===== src/rtl/nor_prog_pkg.sv =====
package nor_prog_pkg;

  typedef enum logic [2:0] {
    ST_IDLE,
    ST_SETUP,
    ST_WLO,
    ST_WHI,
    ST_BWAIT,
    ST_POLL
  } seq_state_e;

  // nanoseconds to whole clock cycles, rounded up
  function automatic int ns2cyc(input int ns, input int clk_ns);
    return (ns + clk_ns - 1) / clk_ns;
  endfunction

  function automatic int imax(input int a, input int b);
    return (a > b) ? a : b;
  endfunction

endpackage


===== src/rtl/nor_phase_timer.sv =====
module nor_phase_timer #(
  parameter int CNT_W = 5
) (
  input  logic             clk_i,
  input  logic             rst_ni,
  input  logic             load_i,
  input  logic [CNT_W-1:0] load_val_i,
  output logic             zero_o
);

  logic [CNT_W-1:0] cnt_q, cnt_d;
  logic             cnt_en;

  always_comb begin
    cnt_en = load_i || (cnt_q != '0);
    cnt_d  = load_i ? load_val_i : cnt_q - CNT_W'(1);
  end

  always_ff @(posedge clk_i or negedge rst_ni) begin
    if (!rst_ni)     cnt_q <= '0;
    else if (cnt_en) cnt_q <= cnt_d;
  end

  assign zero_o = (cnt_q == '0);

endmodule


===== src/rtl/nor_rdy_watch.sv =====
module nor_rdy_watch #(
  parameter int SYNC_STAGES = 2,
  parameter int TIMEOUT_CYC = 4000,
  localparam int TO_W       = $clog2(TIMEOUT_CYC + 1)
) (
  input  logic clk_i,
  input  logic rst_ni,
  input  logic rdy_async_i,
  input  logic poll_i,
  output logic rdy_o,
  output logic expired_o
);

  logic [SYNC_STAGES-1:0] sync_q;
  logic [TO_W-1:0]        to_q, to_d;
  logic                   to_en;

  always_ff @(posedge clk_i or negedge rst_ni) begin
    if (!rst_ni) sync_q <= '0;
    else         sync_q <= {sync_q[SYNC_STAGES-2:0], rdy_async_i};
  end

  assign rdy_o = sync_q[SYNC_STAGES-1];

  always_comb begin
    to_en = poll_i || (to_q != '0);
    to_d  = poll_i ? to_q + TO_W'(1) : '0;
  end

  always_ff @(posedge clk_i or negedge rst_ni) begin
    if (!rst_ni)    to_q <= '0;
    else if (to_en) to_q <= to_d;
  end

  assign expired_o = poll_i && (to_q == TO_W'(TIMEOUT_CYC - 1));

endmodule


===== src/rtl/nor_prog_seq.sv =====
module nor_prog_seq
  import nor_prog_pkg::*;
#(
  parameter int ADDR_W      = 20,
  parameter int DATA_W      = 32,
  parameter int CLK_NS      = 5,
  parameter int T_WP_NS     = 35,
  parameter int T_DS_NS     = 35,
  parameter int T_WPH_NS    = 20,
  parameter int T_AH_NS     = 45,
  parameter int T_WC_NS     = 55,
  parameter int T_BUSY_NS   = 90,
  parameter int TIMEOUT_CYC = 4000,
  parameter int SYNC_STAGES = 2,
  parameter logic [ADDR_W-1:0] CMD_ADDR = ADDR_W'(12'h555),
  parameter logic [DATA_W-1:0] CMD_DATA = DATA_W'(8'hA0)
) (
  input  logic              clk_i,
  input  logic              rst_ni,
  input  logic              start_i,
  input  logic [ADDR_W-1:0] addr_i,
  input  logic [DATA_W-1:0] data_i,
  output logic              busy_o,
  output logic              done_o,
  output logic              err_o,
  output logic              flash_ce_n_o,
  output logic              flash_oe_n_o,
  output logic              flash_we_n_o,
  output logic [ADDR_W-1:0] flash_addr_o,
  output logic [DATA_W-1:0] flash_dq_o,
  output logic              flash_dq_oe_o,
  input  logic              flash_rdy_i
);

  localparam int WP_CYC   = imax(ns2cyc(T_WP_NS, CLK_NS), ns2cyc(T_DS_NS, CLK_NS));
  localparam int WPH_CYC  = ns2cyc(T_WPH_NS, CLK_NS);
  localparam int HI_CYC   = imax(imax(WPH_CYC, ns2cyc(T_WC_NS, CLK_NS) - WP_CYC - 1),
                                 imax(ns2cyc(T_AH_NS, CLK_NS) - WP_CYC, 1));
  localparam int BUSY_CYC = imax(ns2cyc(T_BUSY_NS, CLK_NS), 1);
  localparam int CNT_W    = $clog2(imax(imax(WP_CYC, HI_CYC), BUSY_CYC) + 1);

  seq_state_e        st_q, st_d;
  logic              second_q, second_d;
  logic [ADDR_W-1:0] pa_q;
  logic [DATA_W-1:0] pd_q;
  logic              cap_en;
  logic              done_q, done_d, err_q, err_d;
  logic              ce_n_q, ce_n_d, we_n_q, we_n_d, dq_oe_q, dq_oe_d;
  logic [ADDR_W-1:0] fa_q, fa_d;
  logic [DATA_W-1:0] fd_q, fd_d;
  logic              tm_load, tm_zero;
  logic [CNT_W-1:0]  tm_val;
  logic              rdy_s, to_expired;
  logic              in_cycle;

  nor_phase_timer #(.CNT_W(CNT_W)) u_timer (
    .clk_i      (clk_i),
    .rst_ni     (rst_ni),
    .load_i     (tm_load),
    .load_val_i (tm_val),
    .zero_o     (tm_zero)
  );

  nor_rdy_watch #(
    .SYNC_STAGES (SYNC_STAGES),
    .TIMEOUT_CYC (TIMEOUT_CYC)
  ) u_rdy (
    .clk_i       (clk_i),
    .rst_ni      (rst_ni),
    .rdy_async_i (flash_rdy_i),
    .poll_i      (st_q == ST_POLL),
    .rdy_o       (rdy_s),
    .expired_o   (to_expired)
  );

  // next-state process
  always_comb begin
    st_d     = st_q;
    second_d = second_q;
    tm_load  = 1'b0;
    tm_val   = '0;
    done_d   = 1'b0;
    err_d    = err_q;
    cap_en   = 1'b0;
    unique case (st_q)
      ST_IDLE: begin
        if (start_i) begin
          st_d     = ST_SETUP;
          second_d = 1'b0;
          err_d    = 1'b0;
          cap_en   = 1'b1;
          tm_load  = 1'b1;
        end
      end
      ST_SETUP: begin
        if (tm_zero) begin
          st_d    = ST_WLO;
          tm_load = 1'b1;
          tm_val  = CNT_W'(WP_CYC - 1);
        end
      end
      ST_WLO: begin
        if (tm_zero) begin
          st_d    = ST_WHI;
          tm_load = 1'b1;
          tm_val  = CNT_W'(HI_CYC - 1);
        end
      end
      ST_WHI: begin
        if (tm_zero) begin
          tm_load = 1'b1;
          if (!second_q) begin
            st_d     = ST_SETUP;
            second_d = 1'b1;
          end else begin
            st_d   = ST_BWAIT;
            tm_val = CNT_W'(BUSY_CYC - 1);
          end
        end
      end
      ST_BWAIT: begin
        if (tm_zero) st_d = ST_POLL;
      end
      ST_POLL: begin
        if (rdy_s) begin
          st_d   = ST_IDLE;
          done_d = 1'b1;
        end else if (to_expired) begin
          st_d   = ST_IDLE;
          done_d = 1'b1;
          err_d  = 1'b1;
        end
      end
      default: st_d = ST_IDLE;
    endcase
  end

  // registered flash strobes, decoded from the next state
  always_comb begin
    in_cycle = (st_d == ST_SETUP) || (st_d == ST_WLO) || (st_d == ST_WHI);
    ce_n_d   = !in_cycle;
    we_n_d   = (st_d != ST_WLO);
    dq_oe_d  = (st_d == ST_WLO) || (st_d == ST_WHI);
    fa_d     = '0;
    fd_d     = '0;
    if (in_cycle) begin
      fa_d = second_d ? pa_q : CMD_ADDR;
      fd_d = second_d ? pd_q : CMD_DATA;
    end
  end

  // register process
  always_ff @(posedge clk_i or negedge rst_ni) begin
    if (!rst_ni) begin
      st_q     <= ST_IDLE;
      second_q <= 1'b0;
      done_q   <= 1'b0;
      err_q    <= 1'b0;
      ce_n_q   <= 1'b1;
      we_n_q   <= 1'b1;
      dq_oe_q  <= 1'b0;
      fa_q     <= '0;
      fd_q     <= '0;
    end else begin
      st_q     <= st_d;
      second_q <= second_d;
      done_q   <= done_d;
      err_q    <= err_d;
      ce_n_q   <= ce_n_d;
      we_n_q   <= we_n_d;
      dq_oe_q  <= dq_oe_d;
      fa_q     <= fa_d;
      fd_q     <= fd_d;
    end
  end

  always_ff @(posedge clk_i or negedge rst_ni) begin
    if (!rst_ni) begin
      pa_q <= '0;
      pd_q <= '0;
    end else if (cap_en) begin
      pa_q <= addr_i;
      pd_q <= data_i;
    end
  end

  assign busy_o        = (st_q != ST_IDLE);
  assign done_o        = done_q;
  assign err_o         = err_q;
  assign flash_ce_n_o  = ce_n_q;
  assign flash_oe_n_o  = 1'b1;  // write-only sequencer: reads never enabled
  assign flash_we_n_o  = we_n_q;
  assign flash_addr_o  = fa_q;
  assign flash_dq_o    = fd_q;
  assign flash_dq_oe_o = dq_oe_q;

endmodule


===== config.mk =====
export PLATFORM = sky130hd
export DESIGN_NAME = nor_prog_seq
export DESIGN_NICKNAME = d
export VERILOG_FILES = /design/src/rtl/nor_prog_pkg.sv /design/src/rtl/nor_phase_timer.sv /design/src/rtl/nor_rdy_watch.sv /design/src/rtl/nor_prog_seq.sv
export SDC_FILE = /design/constraint.sdc
export NUM_CORES = 1
export LEC_CHECK = 0
export BUFFER_PORTS_ARGS = -buffer_cell sky130_fd_sc_hd__buf_2
export CAP_MARGIN = 30
export CORE_ASPECT_RATIO = 0.6
export CORE_MARGIN = 4
export CORE_UTILIZATION = 56
export CTS_BUF_LIST = sky130_fd_sc_hd__clkbuf_8
export CTS_CLUSTER_DIAMETER = 30
export DETAILED_ROUTE_END_ITERATION = 12
export GPL_TIMING_DRIVEN = 0
export HOLD_SLACK_MARGIN = 0.15
export PLACE_DENSITY = 0.82
export SYNTH_ARGS = -nofsm -noshare
export SYNTH_HDL_FRONTEND = slang
export SYNTH_HIERARCHICAL = 1
export SYNTH_SLANG_ARGS = --single-unit

===== constraint.sdc =====
create_clock -name clk_i -period 3.3 [get_ports clk_i]
set_input_delay 0.33 -clock clk_i [delete_from_list [all_inputs] [get_ports clk_i]]
set_output_delay 0.33 -clock clk_i [all_outputs]
set_load 0.1 [all_outputs]

==> results.json, run 1 <==
{
  "coreArea_um2": 9223,
  "synthMuxAreaShare_pct": 11.37,
  "start_kind": "register",
  "synth_top_family_by_area": "simple AND/OR/NAND/NOR gates",
  "async_reset_ff_share_pct": 100.0,
  "crit_slowest_cell": "or4_1",
  "finalSetupViolCount": 0,
  "grt_setup_unrepaired": "no",
  "wire_per_inst_um": 17.00,
  "first_pass_iters": 5,
  "synthTopCellsByCount": "dfrtp_1, nor2_1, mux2_2",
  "path_cells": "ha_1, nand4_2, or4_1, nor2_1, o21ai_0, a32oi_2, buf_4, clkbuf_1, o21ai_0, nor2_1",
  "required_ps": 3640,
  "cts_root_buf": "clkbuf_8",
  "drt_wl_total_um": 13060,
  "post_drt_via_cell_ratio": 5.327,
  "wl_met3_um": 713,
  "clock_path_buffers": 2,
  "syn_avg_cell_area_um2": 12.29,
  "status": "completed",
  "dr.max_layer_used": "met4",
  "clock_latency_ps": 420,
  "row_count": 27,
  "crit_path_end_kind": "register",
  "cap_violations": 0,
  "yosysWarnings": 6,
  "fp.dieW_um": 134.2,
  "fill_cells": 570,
  "synthXorXnorAreaFrac_pct": 1.146,
  "port_buffers": 113,
  "dieArea_um2": 11230,
  "synth_top_cell_area_share_pct": 60.83,
  "gp_congestion": 0.8381,
  "die_h_um": 83.70,
  "syn_inst": 435,
  "io_pins": 115,
  "dp_hpwl_um": 8025,
  "nNetsFinal": 684,
  "clk_pin_slew_ps": 80,
  "period_needed_ps": 2980,
  "diodes": 0,
  "yosysTopAreaCell": "dfrtp_1",
  "antenna_found_initial": 0,
  "drv_slew": 0,
  "postRouteAntennaNets": 0,
  "cpPeakStageDelay_ps": 510,
  "netlist_area_um2": 5348,
  "grt_usage_pct": 24.23,
  "cts_tree": "yes",
  "clock-sinks": 132,
  "vias": 4091,
  "worst_pin_slew_ps": 810.3,
  "finalCritPeriodShare_pct": 90.30,
  "drc_errors": 0,
  "syn2layout_area_growth_pct": 32.64,
  "wl_met2_um": 6600,
  "m1WireLength_um": 5518,
  "synthMostInstantiatedCell": "dfrtp_1",
  "yosys_most_used_dff": "dfrtp_1",
  "grt_max_degree": 93,
  "grt_pass1_vias": 4297,
  "drt-initial-drc-count": 258,
  "synth_area_leaders": "dfrtp_1, mux2_2, nand3_1",
  "holdCritPathClass": "reg2reg",
  "fmax_mhz": 335.6,
  "yosysSeqAreaShare_pct": 61.82,
  "fin_tns_setup_ps": 0,
  "worstPathArrival_ps": 3320,
  "start_util_pct": 57.98,
  "critical_path_class": "reg2reg",
  "ys_ff_latch": 132,
  "synth-simple-area-share_pct": 14.60,
  "cts.htree.levels": 4,
  "synth-edff-count": 0,
  "crit_fanout": 10,
  "synth_compound_area_share_pct": 6.130,
  "synth_cell_types": 48,
  "grt.overflow.total": 0,
  "finalHoldViolations": 0,
  "syn_nets": 494,
  "grt_pass1_wl_um": 21450,
  "drive_gt1_share_pct": 38.40,
  "max_slew_margin_pct": 45.98,
  "cts_made_buffers": 17,
  "synth_fa_ha_area_share_pct": 0.7019,
  "fin_skew_ps": 13.02
}
[area by class of cell]
cell class | instances | area [µm²] | share of cell area (%)
buffer | 25 | 170.2 | 2.399
clock buffer | 18 | 247.7 | 3.493
clock inverter | 14 | 172.7 | 2.434
inverter | 13 | 48.80 | 0.6880
multi-input combinational | 265 | 1823 | 25.70
sequential | 132 | 3306 | 46.60
tap | 130 | 162.7 | 2.293
timing repair buffer | 171 | 1162 | 16.39
[stage by stage]
stage / setup WS, ps / hold slack (ps) / cells / util [%] / cell area (µm²)
floorplan: 863.7 / 34.41 / 435 / - / 5348
global placement: 269.4 / 339.8 / 678 / 65.88 / 6076
detailed placement: 254.4 / 259.9 / 679 / 66.25 / 6110
CTS: 227.4 / 356.9 / 765 / 76.67 / 7071
global route: 90.37 / 378.4 / 768 / 76.91 / 7093
finish: 320.2 / 352.3 / 768 / 76.91 / 7093
[critical path, delay by kind of cell, from the launching register on]
family                     cells  cell delay (ps)
and+or+nand+nor                4             1080
adders and majority gates      1              260
DFF                            1              450
AOI/OAI and AO/OA              3              510
buffers and inverters          2              590
[logic make-up after synthesis]
| kind of cell | Yosys count |
|---|---|
| AND/OR/NAND/NOR | 153 |
| flip-flops | 132 |
| multiplexers | 54 |
| AO/OA/AOI/OAI | 46 |
| buffers and inverters | 38 |
| XOR/XNOR | 7 |
| adder cells (fa/ha/maj) | 3 |
| other | 2 |
[cells in the final DEF, fill, tap and decap left out, types with 2 or more instances in the layout]
cell type,n
dfrtp_1,130
buf_2,125
nor2_1,55
mux2_2,54
dlygate4sd3_1,54
nand3_1,47
clkbuf_8,18
o21ai_0,15
a21oi_1,14
inv_1,11
nand2_1,11
buf_6,7
buf_4,7
o31ai_1,7
xnor2_1,5
nor2_2,5
inv_6,5
or4_1,5
or3_1,4
and2_1,3
nand3b_1,3
bufinv_16,3
clkinv_2,3
ha_1,3
and3_1,2
nor2b_1,2
clkbuf_1,2
a211o_1,2
nand2b_1,2
nor3_1,2
conb_1,2
clkinvlp_4,2
dfstp_2,2
nand4_1,2
xor2_1,2
nor4_1,2
[flip-flops by register name, indices dropped and copies added (netlist names), 2 cells and up]
signal,count
pd_q,32
u_rdy/sync_q,2
u_timer/cnt_q,5
flash_dq_o,32
st_q,3
flash_addr_o,20
u_rdy/to_q,12
pa_q,20
[final timing paths]
path | to | slack (ps) | depth (start not counted) | startpoint
worst max-delay path | flash_dq_o[5] | 320 | 10 | u_rdy/to_q[1]
worst min-delay path | u_rdy/sync_q[1] | 350 | 0 | u_rdy/sync_q[0]
worst max register to register | flash_dq_o[5] | 320 | 10 | u_rdy/to_q[1]
worst min register to register | u_rdy/sync_q[1] | 350 | 0 | u_rdy/sync_q[0]
max in group asynchronous | u_rdy/to_q[7] | 2150 | 3 | rst_ni
min in group asynchronous | flash_addr_o[15] | 390 | 2 | rst_ni
[timing repair]
action / 4_1_cts / 5_1_grt
hold endpoints to repair: 93 / 0
resized for setup: 0 / 0
setup buffers: 0 / 3
setup endpoints to repair: 0 / 8
hold buffers: 54 / 0
[per-layer routing]
metal / up-vias / track usage, %
met4: 0 / 8.318
met5: - / 0
met2: 115 / 39.67
met3: 21 / 5.783
li1: 1883 / -
met1: 2072 / 32.08
Power of run 1 is not shown: default switching activity piles up to over one toggle a cycle in this logic, so the estimate is an artifact.
==> inputs of run 2 (changes only) <==
--- a/config.mk
+++ b/config.mk
@@ -16,6 +16,7 @@
 export GPL_TIMING_DRIVEN = 0
 export HOLD_SLACK_MARGIN = 0.15
 export PLACE_DENSITY = 0.82
+export RECOVER_POWER = 100
 export SYNTH_ARGS = -nofsm -noshare
 export SYNTH_HDL_FRONTEND = slang
 export SYNTH_HIERARCHICAL = 1
==> results.json, run 2 (same netlist as run 1, synthesis figures left out) <==
{
  "status": "finished with violations",
  "violations": "capacitance limit, slew limit",
  "crit_path_end_kind": "register",
  "path_cells": "ha_1, nand4_2, or4_1, nor2_1, o21ai_0, a32oi_2, buf_4, clkbuf_1, o21ai_0, nor2_1",
  "drc_errors": 0,
  "period_needed_ps": 2961,
  "start_util_pct": 57.98,
  "cp_top_family": "simple AND/OR/NAND/NOR gates",
  "drt_wl_total_um": 13130,
  "antenna_found_initial": 0,
  "crit_fanout": 10,
  "worstPathArrival_ps": 3310,
  "gp_congestion": 0.8381,
  "cts_tree": "yes",
  "critical_path_class": "reg2reg",
  "clock_path_buffers": 2,
  "cts_root_buf": "clkbuf_8",
  "max_slew_margin_pct": -39.18,
  "clock_latency_ps": 420,
  "drt-initial-drc-count": 294,
  "finalInstanceArea_um2": 6977,
  "first_pass_iters": 5,
  "worst_pin_slew_ps": 2088,
  "final_common_cell": "dfrtp_1",
  "wire_per_inst_um": 17.10,
  "dp_hpwl_um": 8025,
  "fp.dieW_um": 134.2,
  "clk_pin_slew_ps": 80,
  "finalHoldViolations": 0,
  "vias": 4140,
  "syn2layout_area_growth_pct": 30.46,
  "finalCritPeriodShare_pct": 89.73,
  "cpPeakStageDelay_ps": 510,
  "grt_setup_unrepaired": "no",
  "drv_slew": 42,
  "fin_tns_setup_ps": 0,
  "required_ps": 3650,
  "cts.htree.levels": 4,
  "start_kind": "register",
  "crit_buf_inv": 2,
  "clock-sinks": 132,
  "crit_slowest_cell": "or4_1",
  "placed_area_um2": 6110,
  "fill_cells": 612,
  "post_drt_via_cell_ratio": 5.391,
  "postRouteAntennaNets": 0,
  "io_pins": 115,
  "grt_usage_pct": 24.23,
  "regArea_um2": 3306,
  "cts_resized": 0,
  "grt_pass1_wl_um": 21450,
  "diodes": 0,
  "row_count": 27,
  "multi_input_area_um2": 1814,
  "grt.overflow.total": 0,
  "die_h_um": 83.70,
  "fmax_mhz": 337.7,
  "dieArea_um2": 11230,
  "cts_made_buffers": 17,
  "port_buffers": 113,
  "nNetsFinal": 684,
  "fin_skew_ps": 12.61,
  "finalSetupViolCount": 0,
  "grt_max_degree": 93,
  "cap_violations": 1,
  "holdCritPathClass": "reg2reg",
  "grt_pass1_vias": 4297,
  "coreArea_um2": 9223,
  "layout_common_cells": "dfrtp_1, clkbuf_1, buf_2",
  "drive_gt1_share_pct": 27.12
}
-- run 2: cell count changes in the layout (fill, tap and decap cells not counted), sizes merged --
cell    before  now
buf        140   74
clkbuf      20   86
-- run 2: routing by layer --
layer	wire length, µm	track usage [%]	up-vias
met1	5635	32.08	2102
li1	-	-	1882
met3	644	5.783	27
met5	0	0	-
met2	6616	39.67	129
met4	232	8.318	0
-- run 2: repair_timing --
action / CTS / global route
endpoints found under the setup margin: 0 / 8
hold endpoints to repair: 93 / 0
hold buffers: 54 / 0
buffers inserted: 0 / 3
-- run 2: final cells by class --
class / count / share of cell area [%]
clock buffer: 18 / 3.551
timing repair buffer: 171 / 15.28
tap: 130 / 2.331
multi-input combinational: 265 / 26.00
inverter: 13 / 0.6994
clock inverter: 14 / 2.475
buffer: 25 / 2.278
sequential: 132 / 47.38
-- run 2: worst register-to-register path, cell delays in order, from the launching register on --
cell and delay [ps]:
dfrtp_1 450, ha_1 260, nand4_2 200, or4_1 510
nor2_1 210, o21ai_0 150, a32oi_2 180, buf_4 180
clkbuf_1 400, o21ai_0 200, nor2_1 150
-- run 2: worst paths after layout --
kind	end	slack, ps	depth (start not counted)	from
max	flash_dq_o[5]	340	10	u_rdy/to_q[1]
min	u_rdy/sync_q[1]	350	0	u_rdy/sync_q[0]
max reg2reg	flash_dq_o[5]	340	10	u_rdy/to_q[1]
min reg2reg	u_rdy/sync_q[1]	350	0	u_rdy/sync_q[0]
max in group asynchronous	pd_q[12]	600	3	rst_ni
min in group asynchronous	flash_addr_o[15]	1050	2	rst_ni
-- run 2: stage by stage --
stage	hold slack (ps)	cells	worst slack (ps)	util [%]
3_5_place_dp	259.9	679	254.4	66.25
4_1_cts	356.9	765	227.4	76.67
3_3_place_gp	339.8	678	269.4	65.88
2_1_floorplan	34.41	435	863.7	-
6_report	351.9	768	338.8	75.65
5_1_grt	378.4	768	53.25	75.65
Power of run 2 is left out for the same reason.
